<file path="src/rtl/mbd_pkg.sv">
package mbd_pkg;
  localparam int ADDR_W   = 24;
  localparam int DATA_W   = 16;
  localparam int BYTE_W   = 8;
  localparam int LOC_W    = 16;
  localparam int NUM_SEL  = 6;

  localparam int SEL_ROM    = 0;
  localparam int SEL_WRAM   = 1;
  localparam int SEL_COP    = 2;
  localparam int SEL_IO     = 3;
  localparam int SEL_BUSCTL = 4;
  localparam int SEL_VIDEO  = 5;

  typedef enum logic [3:0] {
    SRC_NONE, SRC_ROM, SRC_WRAM, SRC_COP, SRC_IO,
    SRC_BUSCTL, SRC_VDATA, SRC_VCTRL, SRC_OPEN, SRC_ONES
  } src_e;

  typedef enum logic [1:0] {
    VP_DATA = 2'd0, VP_CTRL = 2'd1, VP_HV = 2'd2, VP_TONE = 2'd3
  } vport_e;
endpackage

</file>
<file path="src/rtl/mbd_region_decode.sv">
module mbd_region_decode
  import mbd_pkg::*;
#(
  parameter logic [ADDR_W-1:0] VID_MASK   = 24'hE700E0,
  parameter logic [ADDR_W-1:0] VID_MATCH  = 24'hC00000,
  parameter logic [ADDR_W-1:0] OPEN_SPLIT = 24'hC00000
) (
  input  logic              valid,
  input  logic              write,
  input  logic              word,
  input  logic [ADDR_W-1:0] addr,
  output logic [NUM_SEL-1:0] sel,
  output src_e              src,
  output vport_e            vport,
  output logic              lock_hit,
  output logic              open_hi,
  output logic              ack_page
);
  localparam int RGN_LSB = ADDR_W - 3;

  logic [2:0]   region;
  logic [4:0]   sub_blk;
  logic [7:0]   page;
  logic         in_window;
  logic [NUM_SEL-1:0] sel_raw;
  logic         lock_raw;

  assign region    = addr[ADDR_W-1:RGN_LSB];
  assign sub_blk   = addr[20:16];
  assign page      = addr[15:8];
  assign in_window = ((addr & VID_MASK) == VID_MATCH);
  assign open_hi   = (addr >= OPEN_SPLIT);

  always_comb begin
    sel_raw  = '0;
    src      = SRC_NONE;
    vport    = VP_DATA;
    lock_raw = 1'b0;
    ack_page = 1'b0;
    unique case (region)
      3'd0, 3'd1: begin
        if (!write) begin
          sel_raw[SEL_ROM] = 1'b1;
          src = SRC_ROM;
        end
      end
      3'd2, 3'd3: begin
        if (!write) src = SRC_OPEN;
      end
      3'd4: begin
        lock_raw = 1'b1;
        src = SRC_ONES;
      end
      3'd5: begin
        if (sub_blk == 5'd0) begin
          sel_raw[SEL_COP] = 1'b1;
          src = SRC_COP;
        end else if (sub_blk == 5'd1 && addr[15:5] == 11'd0) begin
          // only the low write lane reaches the I/O chip
          if (!(write && !word && !addr[0])) sel_raw[SEL_IO] = 1'b1;
          src = SRC_IO;
        end else begin
          unique case (page)
            8'h10, 8'h11, 8'h12, 8'h13, 8'h20, 8'h30: begin
              sel_raw[SEL_BUSCTL] = 1'b1;
              src = SRC_BUSCTL;
              ack_page = (page == 8'h11);
            end
            8'h00: src = SRC_OPEN;
            default: begin
              lock_raw = 1'b1;
              src = SRC_ONES;
            end
          endcase
        end
      end
      3'd6: begin
        if (!in_window) begin
          lock_raw = 1'b1;
          src = SRC_ONES;
        end else begin
          unique case (addr[4:3])
            2'd0: begin
              sel_raw[SEL_VIDEO] = 1'b1;
              vport = addr[2] ? VP_CTRL : VP_DATA;
              src   = addr[2] ? SRC_VCTRL : SRC_VDATA;
            end
            2'd1: begin
              if (write) begin
                lock_raw = 1'b1;
              end else begin
                sel_raw[SEL_VIDEO] = 1'b1;
                vport = VP_HV;
                src   = SRC_VDATA;
              end
            end
            2'd2: begin
              if (!write) begin
                lock_raw = 1'b1;
                src = SRC_ONES;
              end else if (word || addr[0]) begin
                sel_raw[SEL_VIDEO] = 1'b1;
                vport = VP_TONE;
              end
            end
            default: begin
              if (!write) src = SRC_OPEN;
            end
          endcase
        end
      end
      default: begin
        sel_raw[SEL_WRAM] = 1'b1;
        src = SRC_WRAM;
      end
    endcase
  end

  assign sel      = valid ? sel_raw : '0;
  assign lock_hit = valid & lock_raw;
endmodule

</file>
<file path="src/rtl/mbd_read_merge.sv">
module mbd_read_merge
  import mbd_pkg::*;
#(
  parameter logic [DATA_W-1:0] OPEN_WORD    = 16'h4E71,
  parameter logic [DATA_W-1:0] OPEN_LO_KEEP = 16'hFF00,
  parameter int                CTRL_BITS    = 10
) (
  input  src_e              src,
  input  logic              word,
  input  logic              odd,
  input  logic              open_hi,
  input  logic              ack_page,
  input  logic              busack,
  input  logic [DATA_W-1:0] rom_rdata,
  input  logic [DATA_W-1:0] wram_rdata,
  input  logic [BYTE_W-1:0] cop_rdata,
  input  logic [BYTE_W-1:0] io_rdata,
  input  logic [DATA_W-1:0] vid_rdata,
  output logic [DATA_W-1:0] rdata
);
  logic [DATA_W-1:0] open_w;
  logic [DATA_W-1:0] busctl_w;
  logic [DATA_W-1:0] ctrl_w;

  function automatic logic [DATA_W-1:0] steer(input logic [DATA_W-1:0] w,
                                              input logic wd, input logic a0);
    if (wd) return w;
    return {{(DATA_W-BYTE_W){1'b0}}, a0 ? w[BYTE_W-1:0] : w[DATA_W-1:BYTE_W]};
  endfunction

  function automatic logic [DATA_W-1:0] mirror(input logic [BYTE_W-1:0] b,
                                               input logic wd);
    return wd ? {b, b} : {{(DATA_W-BYTE_W){1'b0}}, b};
  endfunction

  assign open_w = open_hi ? OPEN_WORD : (OPEN_WORD & OPEN_LO_KEEP);

  always_comb begin
    busctl_w = open_w;
    if (ack_page) busctl_w[BYTE_W] = busack;
  end

  assign ctrl_w = {open_w[DATA_W-1:CTRL_BITS], vid_rdata[CTRL_BITS-1:0]};

  always_comb begin
    unique case (src)
      SRC_ROM:    rdata = steer(rom_rdata, word, odd);
      SRC_WRAM:   rdata = steer(wram_rdata, word, odd);
      SRC_COP:    rdata = mirror(cop_rdata, word);
      SRC_IO:     rdata = mirror(io_rdata, word);
      SRC_BUSCTL: rdata = steer(busctl_w, word, odd);
      SRC_VDATA:  rdata = steer(vid_rdata, word, odd);
      SRC_VCTRL:  rdata = steer(ctrl_w, word, odd);
      SRC_OPEN:   rdata = steer(open_w, word, odd);
      SRC_ONES:   rdata = steer({DATA_W{1'b1}}, word, odd);
      default:    rdata = '0;
    endcase
  end
endmodule

</file>
<file path="src/rtl/main_bus_decoder.sv">
module main_bus_decoder
  import mbd_pkg::*;
#(
  parameter logic [ADDR_W-1:0] VID_MASK   = 24'hE700E0,
  parameter logic [ADDR_W-1:0] VID_MATCH  = 24'hC00000,
  parameter logic [ADDR_W-1:0] OPEN_SPLIT = 24'hC00000,
  parameter logic [DATA_W-1:0] OPEN_WORD  = 16'h4E71,
  parameter int                SYNC_STAGES = 2
) (
  input  logic              clk,
  input  logic              rst_n,
  input  logic              req_valid,
  input  logic              req_write,
  input  logic              req_word,
  input  logic [ADDR_W-1:0] req_addr,
  input  logic [DATA_W-1:0] req_wdata,
  input  logic [DATA_W-1:0] rom_rdata,
  input  logic [DATA_W-1:0] wram_rdata,
  input  logic [BYTE_W-1:0] cop_rdata,
  input  logic [BYTE_W-1:0] io_rdata,
  input  logic [DATA_W-1:0] vid_rdata,
  input  logic              busack,
  output logic              sel_rom,
  output logic              sel_wram,
  output logic              sel_cop,
  output logic              sel_io,
  output logic              sel_busctl,
  output logic              sel_video,
  output logic [1:0]        vid_port,
  output logic [LOC_W-1:0]  loc_addr,
  output logic [DATA_W-1:0] out_wdata,
  output logic [DATA_W-1:0] rd_data,
  output logic              rd_valid,
  output logic              lockup
);
  logic [SYNC_STAGES-1:0] rst_pipe;
  logic                   rst_sync_n;
  logic [NUM_SEL-1:0]     sel;
  src_e                   src;
  vport_e                 vport;
  logic                   lock_hit, open_hi, ack_page;
  logic [DATA_W-1:0]      merged;

  logic                   rd_en;
  logic [DATA_W-1:0]      rd_data_d, rd_data_q;
  logic                   rd_valid_d, rd_valid_q;
  logic                   lock_d, lock_q;

  // asynchronous assert, synchronous release
  always_ff @(posedge clk or negedge rst_n) begin
    if (!rst_n) rst_pipe <= '0;
    else        rst_pipe <= {rst_pipe[SYNC_STAGES-2:0], 1'b1};
  end
  assign rst_sync_n = rst_pipe[SYNC_STAGES-1];

  mbd_region_decode #(
    .VID_MASK(VID_MASK), .VID_MATCH(VID_MATCH), .OPEN_SPLIT(OPEN_SPLIT)
  ) u_decode (
    .valid(req_valid), .write(req_write), .word(req_word), .addr(req_addr),
    .sel(sel), .src(src), .vport(vport), .lock_hit(lock_hit),
    .open_hi(open_hi), .ack_page(ack_page)
  );

  mbd_read_merge #(.OPEN_WORD(OPEN_WORD)) u_merge (
    .src(src), .word(req_word), .odd(req_addr[0]), .open_hi(open_hi),
    .ack_page(ack_page), .busack(busack), .rom_rdata(rom_rdata),
    .wram_rdata(wram_rdata), .cop_rdata(cop_rdata), .io_rdata(io_rdata),
    .vid_rdata(vid_rdata), .rdata(merged)
  );

  // next-state
  assign rd_en      = req_valid & ~req_write;
  assign rd_data_d  = rd_en ? merged : rd_data_q;
  assign rd_valid_d = rd_en;
  assign lock_d     = lock_q | lock_hit;

  // registers
  always_ff @(posedge clk or negedge rst_sync_n) begin
    if (!rst_sync_n) begin
      rd_data_q  <= '0;
      rd_valid_q <= 1'b0;
      lock_q     <= 1'b0;
    end else begin
      rd_data_q  <= rd_data_d;
      rd_valid_q <= rd_valid_d;
      lock_q     <= lock_d;
    end
  end

  assign sel_rom    = sel[SEL_ROM];
  assign sel_wram   = sel[SEL_WRAM];
  assign sel_cop    = sel[SEL_COP];
  assign sel_io     = sel[SEL_IO];
  assign sel_busctl = sel[SEL_BUSCTL];
  assign sel_video  = sel[SEL_VIDEO];
  assign vid_port   = vport;
  assign loc_addr   = req_addr[LOC_W-1:0];
  assign out_wdata  = req_word ? req_wdata
                               : {req_wdata[BYTE_W-1:0], req_wdata[BYTE_W-1:0]};
  assign rd_data    = rd_data_q;
  assign rd_valid   = rd_valid_q;
  assign lockup     = lock_q;
endmodule

</file>
<file path="config.mk">
export PLATFORM = sky130hd
export DESIGN_NAME = main_bus_decoder
export DESIGN_NICKNAME = d
export VERILOG_FILES = /design/src/rtl/mbd_pkg.sv /design/src/rtl/mbd_region_decode.sv /design/src/rtl/mbd_read_merge.sv /design/src/rtl/main_bus_decoder.sv
export SDC_FILE = /design/constraint.sdc
export NUM_CORES = 1
export LEC_CHECK = 0
export BUFFER_PORTS_ARGS = -buffer_cell sky130_fd_sc_hd__clkbuf_2
export CAP_MARGIN = 15
export CORE_MARGIN = 5
export CORE_UTILIZATION = 43
export CTS_CLUSTER_DIAMETER = 60
export DETAILED_ROUTE_END_ITERATION = 8
export GPL_TIMING_DRIVEN = 0
export PLACE_DENSITY = 0.84
export SYNTH_ARGS = -nofsm -noshare
export SYNTH_HDL_FRONTEND = slang
export SYNTH_HIERARCHICAL = 1
export SYNTH_SLANG_ARGS = --single-unit
</file>
<file path="constraint.sdc">
create_clock -name clk -period 1.73 [get_ports clk]
set_input_delay 0.346 -clock clk [delete_from_list [all_inputs] [get_ports clk]]
set_output_delay 0.346 -clock clk [all_outputs]
set_load 0.005 [all_outputs]
</file>
Yosys cells after proc, flatten, opt, wreduce, memory -nomap -nowiden

Index checks and enable logic that the tools add are counted.

Equality and inequality tests: 25
Muxes and demuxes: 79
Bitwise logic cells: 4
$lt $le $gt $ge: 1
Reductions and logical operators: 16

Operators by type and width:

| cell                                                      | number |
|---|---|
| two-way mux 16 bit                                        | 17 |
| case mux 16 bit (9 select lines)                          | 1 |
| two-way mux 8 bit                                         | 6 |
| two-way mux 1 bit                                         | 33 |
| == test 8 x 5 -> 1 bit, second input constant             | 4 |
| greater-or-equal comparator 24 bit, second input constant | 1 |
| two-way mux 4 bit                                         | 5 |
| case mux 4 bit (5 select lines)                           | 1 |
| == test 4 x 3 -> 1 bit, second input constant             | 4 |
| == test 8 x 6 -> 1 bit, second input constant             | 2 |
| OR reduction 7 bit                                        | 2 |
| two-way mux 2 bit                                         | 6 |
| case mux 4 bit (3 select lines)                           | 1 |
| logical NOT 11 bit                                        | 1 |
| == test 3 bit, second input constant                      | 3 |
| == test 9 bit, second input constant                      | 1 |
| == test 4 x 2 -> 1 bit, second input constant             | 2 |
| == test 4 bit, second input constant                      | 2 |
| logical NOT 8 bit                                         | 1 |
| case mux 4 bit (2 select lines)                           | 1 |
| two-way mux 7 bit                                         | 1 |
| == test 3 x 2 -> 1 bit, second input constant             | 2 |
| two-way mux 3 bit                                         | 2 |
| two-way mux 6 bit                                         | 1 |
| 19 further kinds                                          | 25 |

Input port bits: 110
Bits in registers: 20
Output and inout port bits: 58
Logic and storage cells: 129

Depth between registers and ports, before layout

Depth after elaboration: 10
Depth in mapped cells: 13
Gate-level depth less buffers: 9

By module

Netlist, hierarchy kept.

Modules (own cells, without submodules):

| module            | sequential area each (um^2) | area an instance (um^2) | times used | cells each |
|---|---|---|---|---|
| mbd_read_merge    | 0.0                         | 1118.6                  | 1          | 173 |
| main_bus_decoder  | 500.5                       | 1044.8                  | 1          | 74 |
| mbd_region_decode | 0.0                         | 389.1                   | 1          | 66 |

Worst setup path after synthesis

No wires, ideal clock.

Kind: in2reg
Start point: input req_addr[12]
End point: register rd_data_q[4] (netlist: rd_data[4])
Setup time: 0.125 ns
Path slack: -1.159 ns
Stages: 10
Path buffers: 1
Arrival time: 2.764 ns
Cells stage by stage: nor2b_1 -> o21ai_0 -> nand2_1 -> o41ai_1 -> buf_2 -> and3b_1 -> nand2_1 -> a21oi_1 -> or4_1 -> mux2_4

Word-level cells in the longest chain between the ends: 8
Elaborated cells on any way between the ends: 32

RTL lines:

| item                                                             | line                    | RTL |
|---|---|---|
| start: declaration                                               | main_bus_decoder.sv:15  | `input logic [ADDR_W-1:0] req_addr,` |
| == test 8 x 5 -> 1 bit or == test 8 x 6 -> 1 bit (tied branches) | mbd_region_decode.sv:63 | `unique case (page)` |
| OR reduction 6 bit                                               | n/a                     |  |
| case mux 4 bit (2 select lines)                                  | mbd_region_decode.sv:63 |  |
| two-way mux 4 bit *                                              | mbd_region_decode.sv:58 | `end else if (sub_blk == 5'd1 && addr[15:5] == 11'd0) begin` |
| two-way mux 4 bit *                                              | mbd_region_decode.sv:55 | `if (sub_blk == 5'd0) begin` |
| case mux 4 bit (5 select lines) *                                | mbd_region_decode.sv:40 | `unique case (region)` |
| net src[3]                                                       | main_bus_decoder.sv:39  | `src_e src;` |
| == test 4 bit, or another cell as far along                      | n/a                     |  |
| case mux 16 bit (9 select lines) *                               | mbd_read_merge.sv:46    | `unique case (src)` |
| net merged[4]                                                    | main_bus_decoder.sv:42  | `logic [DATA_W-1:0] merged;` |
| end signal: assignment                                           | main_bus_decoder.sv:84  | `rd_data_q <= rd_data_d;` |
| end: declaration                                                 | main_bus_decoder.sv:45  | `logic [DATA_W-1:0] rd_data_d, rd_data_q;` |

The timed path passes the listed nets; every way through them passes the cells marked *. The select of a mux whose other input is x is not followed.
A chain may end at the register's enable or synchronous reset.

Final worst setup path

Start point: input req_addr[5]
End point: register rd_data_q[0] (netlist: rd_data[0])

Elaborated cells on any way between the ends: 29

RTL lines:

| item                                        | line |
|---|---|
| logical NOT 11 bit                          | mbd_region_decode.sv:58 |
| logical AND 1 bit                           | mbd_region_decode.sv:58 |
| two-way mux 4 bit                           | mbd_region_decode.sv:58 |
| two-way mux 4 bit                           | mbd_region_decode.sv:55 |
| case mux 4 bit (5 select lines) *           | mbd_region_decode.sv:40 |
| net src[0]                                  | main_bus_decoder.sv:39 |
| == test 4 bit, or another cell as far along | n/a |
| case mux 16 bit (9 select lines) *          | mbd_read_merge.sv:46 |
| net merged[0]                               | main_bus_decoder.sv:42 |

Marked as above.

==> impl_metrics.tcl <==
set metrics [dict create \
    wl_per_cell_um 19.66 \
    path_cells "buf_6, nor4_4, nand3_2, a211o_1, a32o_2, buf_8, buf_8, buf_12, o211ai_1, a21oi_1, or4_1, mux2_2" \
    num_vias 3425 \
    worst_hold_path_type "flip-flop to asynchronous set/reset pin" \
    layout.cells.non_filler 592 \
    htreeDepth 1 \
    leakage_nw 2.135 \
    start_util_pct 43.63 \
    dp.cells 553 \
    ys_seq_area_share_pct 19.61 \
    drive_gt1_share_pct 67.50 \
    critPathSlowestCell "or4_1" \
    clk_latency_ns 0.26 \
    num_rows 28 \
    yosys.area.top_type "dfrtp_1" \
    timing.final.crit_share_pct 162.5 \
    run_status "finished with violations" \
    synth_top_area_share_pct 19.61 \
    cp.arrival_ns 2.96 \
    path_clk_slew_ns 0.07 \
    place_ws_ns -1.581 \
    ant_nets 0 \
    async_flop_share_pct 100.0 \
    finalPower_mw 1.991 \
    r2r_setup_slack_ns 0.95 \
    syn_area_um2 2552 \
    gr-usage-all-layers_pct 27.67 \
    criticalPathCategory "primary input to flip-flop" \
    ys_warn_count 6 \
    drv_slew 0 \
    antenna_found_initial 0 \
    crit_path_frequent_cell "buf_8" \
    syn_inst 313 \
    swShare_pct 34.10 \
    synth_cell_type_count 63 \
    worst_slew_pin_slew_ns 0.7289 \
    timing.rr.start "rd_data[14]$_DFFE_PN0P_" \
    rr_endpoint "rd_data[14]$_DFFE_PN0P_" \
    path_buf_inv 4 \
    fin_util_pct 74.98 \
    maxCapViolations 0 \
    vias_per_cell 5.785 \
    grt_max_degree 19 \
    rsz0062_at_grt "yes" \
    dp_hpwl_um 8345 \
    cp.required_ns 1.88 \
    power.density_nw_per_um2 453.8 \
    diodes 0 \
    synth_seq_cells 20 \
    wirelength_um 11640 \
    tritoncts "done" \
    syn_avg_cell_area_um2 8.155 \
    fin_skew_ns 0.003878 \
    max_clock_freq_mhz 355.8 \
    grt_pass1_wl_um 16500 \
    cts_max_path_buffers 2 \
    drtIter0Drc 251 \
    p_clk_share_pct 17.9 \
    synth-edff-count 0 \
    violations "negative setup slack" \
    io_pins 168 \
    synthTopCellsByArea "dfrtp_1 (20%), buf_4 (8.5%), mux2_2 (7.1%), a21oi_1 (5.9%), mux2_4 (5.3%)" \
    start_kind "primary input" \
    power_frac_seq_pct 29.4 \
    cts_made_buffers 3 \
    io_buffers 165 \
    dr.pass1.iters 5 \
    critPathMaxStageDelay_ns 0.43 \
    fin_setup_tns_ns -15.98 \
    relSlewSlack_pct 51.40 \
    grt_pass1_vias 3394 \
    drc_errors 0 \
    internal_power_mw 1.312 \
    grt_overflow_total 0 \
    cts-root-buf "clkbuf_8" \
    hold_viol_final 0 \
    synth_top_flop_cell "dfrtp_1" \
    die_w_um 87.05 \
    die_h_um 87.05 \
    path_delay_family "simple AND/OR/NAND/NOR gates" \
    synth_nets 423 \
    cts_sinks 20 \
    switching_power_uw 678.9 \
    power_frac_comb_pct 52.7 \
    period_needed_ns 2.811 \
    core_um2 5851 \
    cp-end-kind "flip-flop" \
    setup_slack_ns -1.081 \
    final-setup-viol-count 20 \
    cp_max_fo 10 \
    area_growth_syn_to_layout_pct 71.86 \
    r2r_cells 1 \
    gp_congestion 0.9660 \
    die_area_um2 7577 \
    nets 628 \
    max-vdd-ir-drop_mv 0.3328 \
]
-- worst max path at each step --
stage	startpoint	endpoint	cells past startpoint
4_1_cts	req_addr[7]	rd_data[0]$_DFFE_PN0P_	11
3_3_place_gp	req_addr[5]	rd_data[10]$_DFFE_PN0P_	11
5_1_grt	req_addr[5]	rd_data[0]$_DFFE_PN0P_	12
2_1_floorplan	req_addr[5]	rd_data[6]$_DFFE_PN0P_	10
3_5_place_dp	req_addr[5]	rd_data[10]$_DFFE_PN0P_	11
6_report	req_addr[5]	rd_data[0]$_DFFE_PN0P_	12
-- metal layers --
layer / global-route usage (%) / part of all wire, % / up-vias
li1: - / - / 1561
met3: 6.812 / 10 / 41
met1: 32.77 / 37 / 1568
met2: 46.79 / 49 / 255
met5: 0 / 0 / -
met4: 12.75 / 4.0 / 0
-- synthesized netlist by cell type (3+ instances only) --
library cell   n
a21oi_1       30
buf_4         29
nand2_1       27
dfrtp_1       20
nor2_1        20
mux2_2        16
buf_2         11
nor3_1        11
a22oi_1       10
mux2_4         9
nor2b_1        9
o21ai_0        8
inv_1          6
nand2b_1       6
a221oi_1       5
or4_1          5
and2_1         4
mux2i_1        4
nand3_1        4
nand4_1        4
or2_2          4
or3_1          4
a21o_1         3
and3_1         3
and3b_1        3
nor3b_1        3
o211ai_1       3
o21a_1         3
o31a_1         3
o32ai_1        3
-- power groups by stage --
stage	combinational [mW]	clock, mW	sequential [mW]
3_5_place_dp	0.810	0	0.592
6_report	1.05	0.356	0.586
3_3_place_gp	0.801	0	0.589
4_1_cts	0.930	0.359	0.584
2_1_floorplan	0.435	0	0.590
5_1_grt	1.11	0.379	0.596
-- area by class of cell --
class	count	area, µm²
buffer	44	401.6
clock buffer	4	55.05
fill	421	1464
inverter	6	25.02
multi-input combinational	241	2113
sequential	20	500.5
tap	75	93.84
timing repair buffer	202	1197
-- flip-flops by register name (all words and copies together), names as in the netlist --
| register | count |
|---|---|
| rd_valid | 1 |
| rd_data | 16 |
| lockup | 1 |
| rst_pipe | 2 |
-- cells by family after synthesis --
kind of cell,share of synthesized area (%)
muxes,13.92
other,0.1469
AOI/OAI and AO/OA,23.43
and+or+nand+nor,28.82
DFF,19.61
buffers and inverters,14.07
-- cell usage in the layout, fill, tap and decap left out, types with 6 or more instances in the layout --
cell | Yosys | layout
a21oi_1 | 30 | 17
a21oi_2 | 0 | 10
a22oi_2 | 0 | 6
buf_4 | 29 | 55
buf_6 | 2 | 14
clkbuf_2 | 0 | 159
clkbuf_8 | 1 | 6
dfrtp_1 | 20 | 20
mux2_2 | 16 | 10
mux2_4 | 9 | 15
nand2_1 | 27 | 23
nor2_1 | 20 | 18
nor2b_1 | 9 | 9
nor3_1 | 11 | 8
-- per-stage QoR --
step                      instance area, µm²  hold WS, ns
after floorplan                         2624      0.05041
after global placement                  3543       0.1315
after detailed placement                3543       0.1330
after CTS                               4070       0.3343
after global routing                    4387       0.3669
final                                   4387       0.3014
-- timing repair --
| action | CTS | global route |
|---|---|---|
| resized for setup | 60 | 56 |
| buffers inserted | 23 | 13 |
| hold endpoints to repair | 2 | 0 |
| gates cloned | 1 | 0 |
| setup endpoints to repair | 18 | 21 |
| hold buffers | 1 | 0 |
| pin swaps | 21 | 25 |
(Power assumes the default switching activity.)
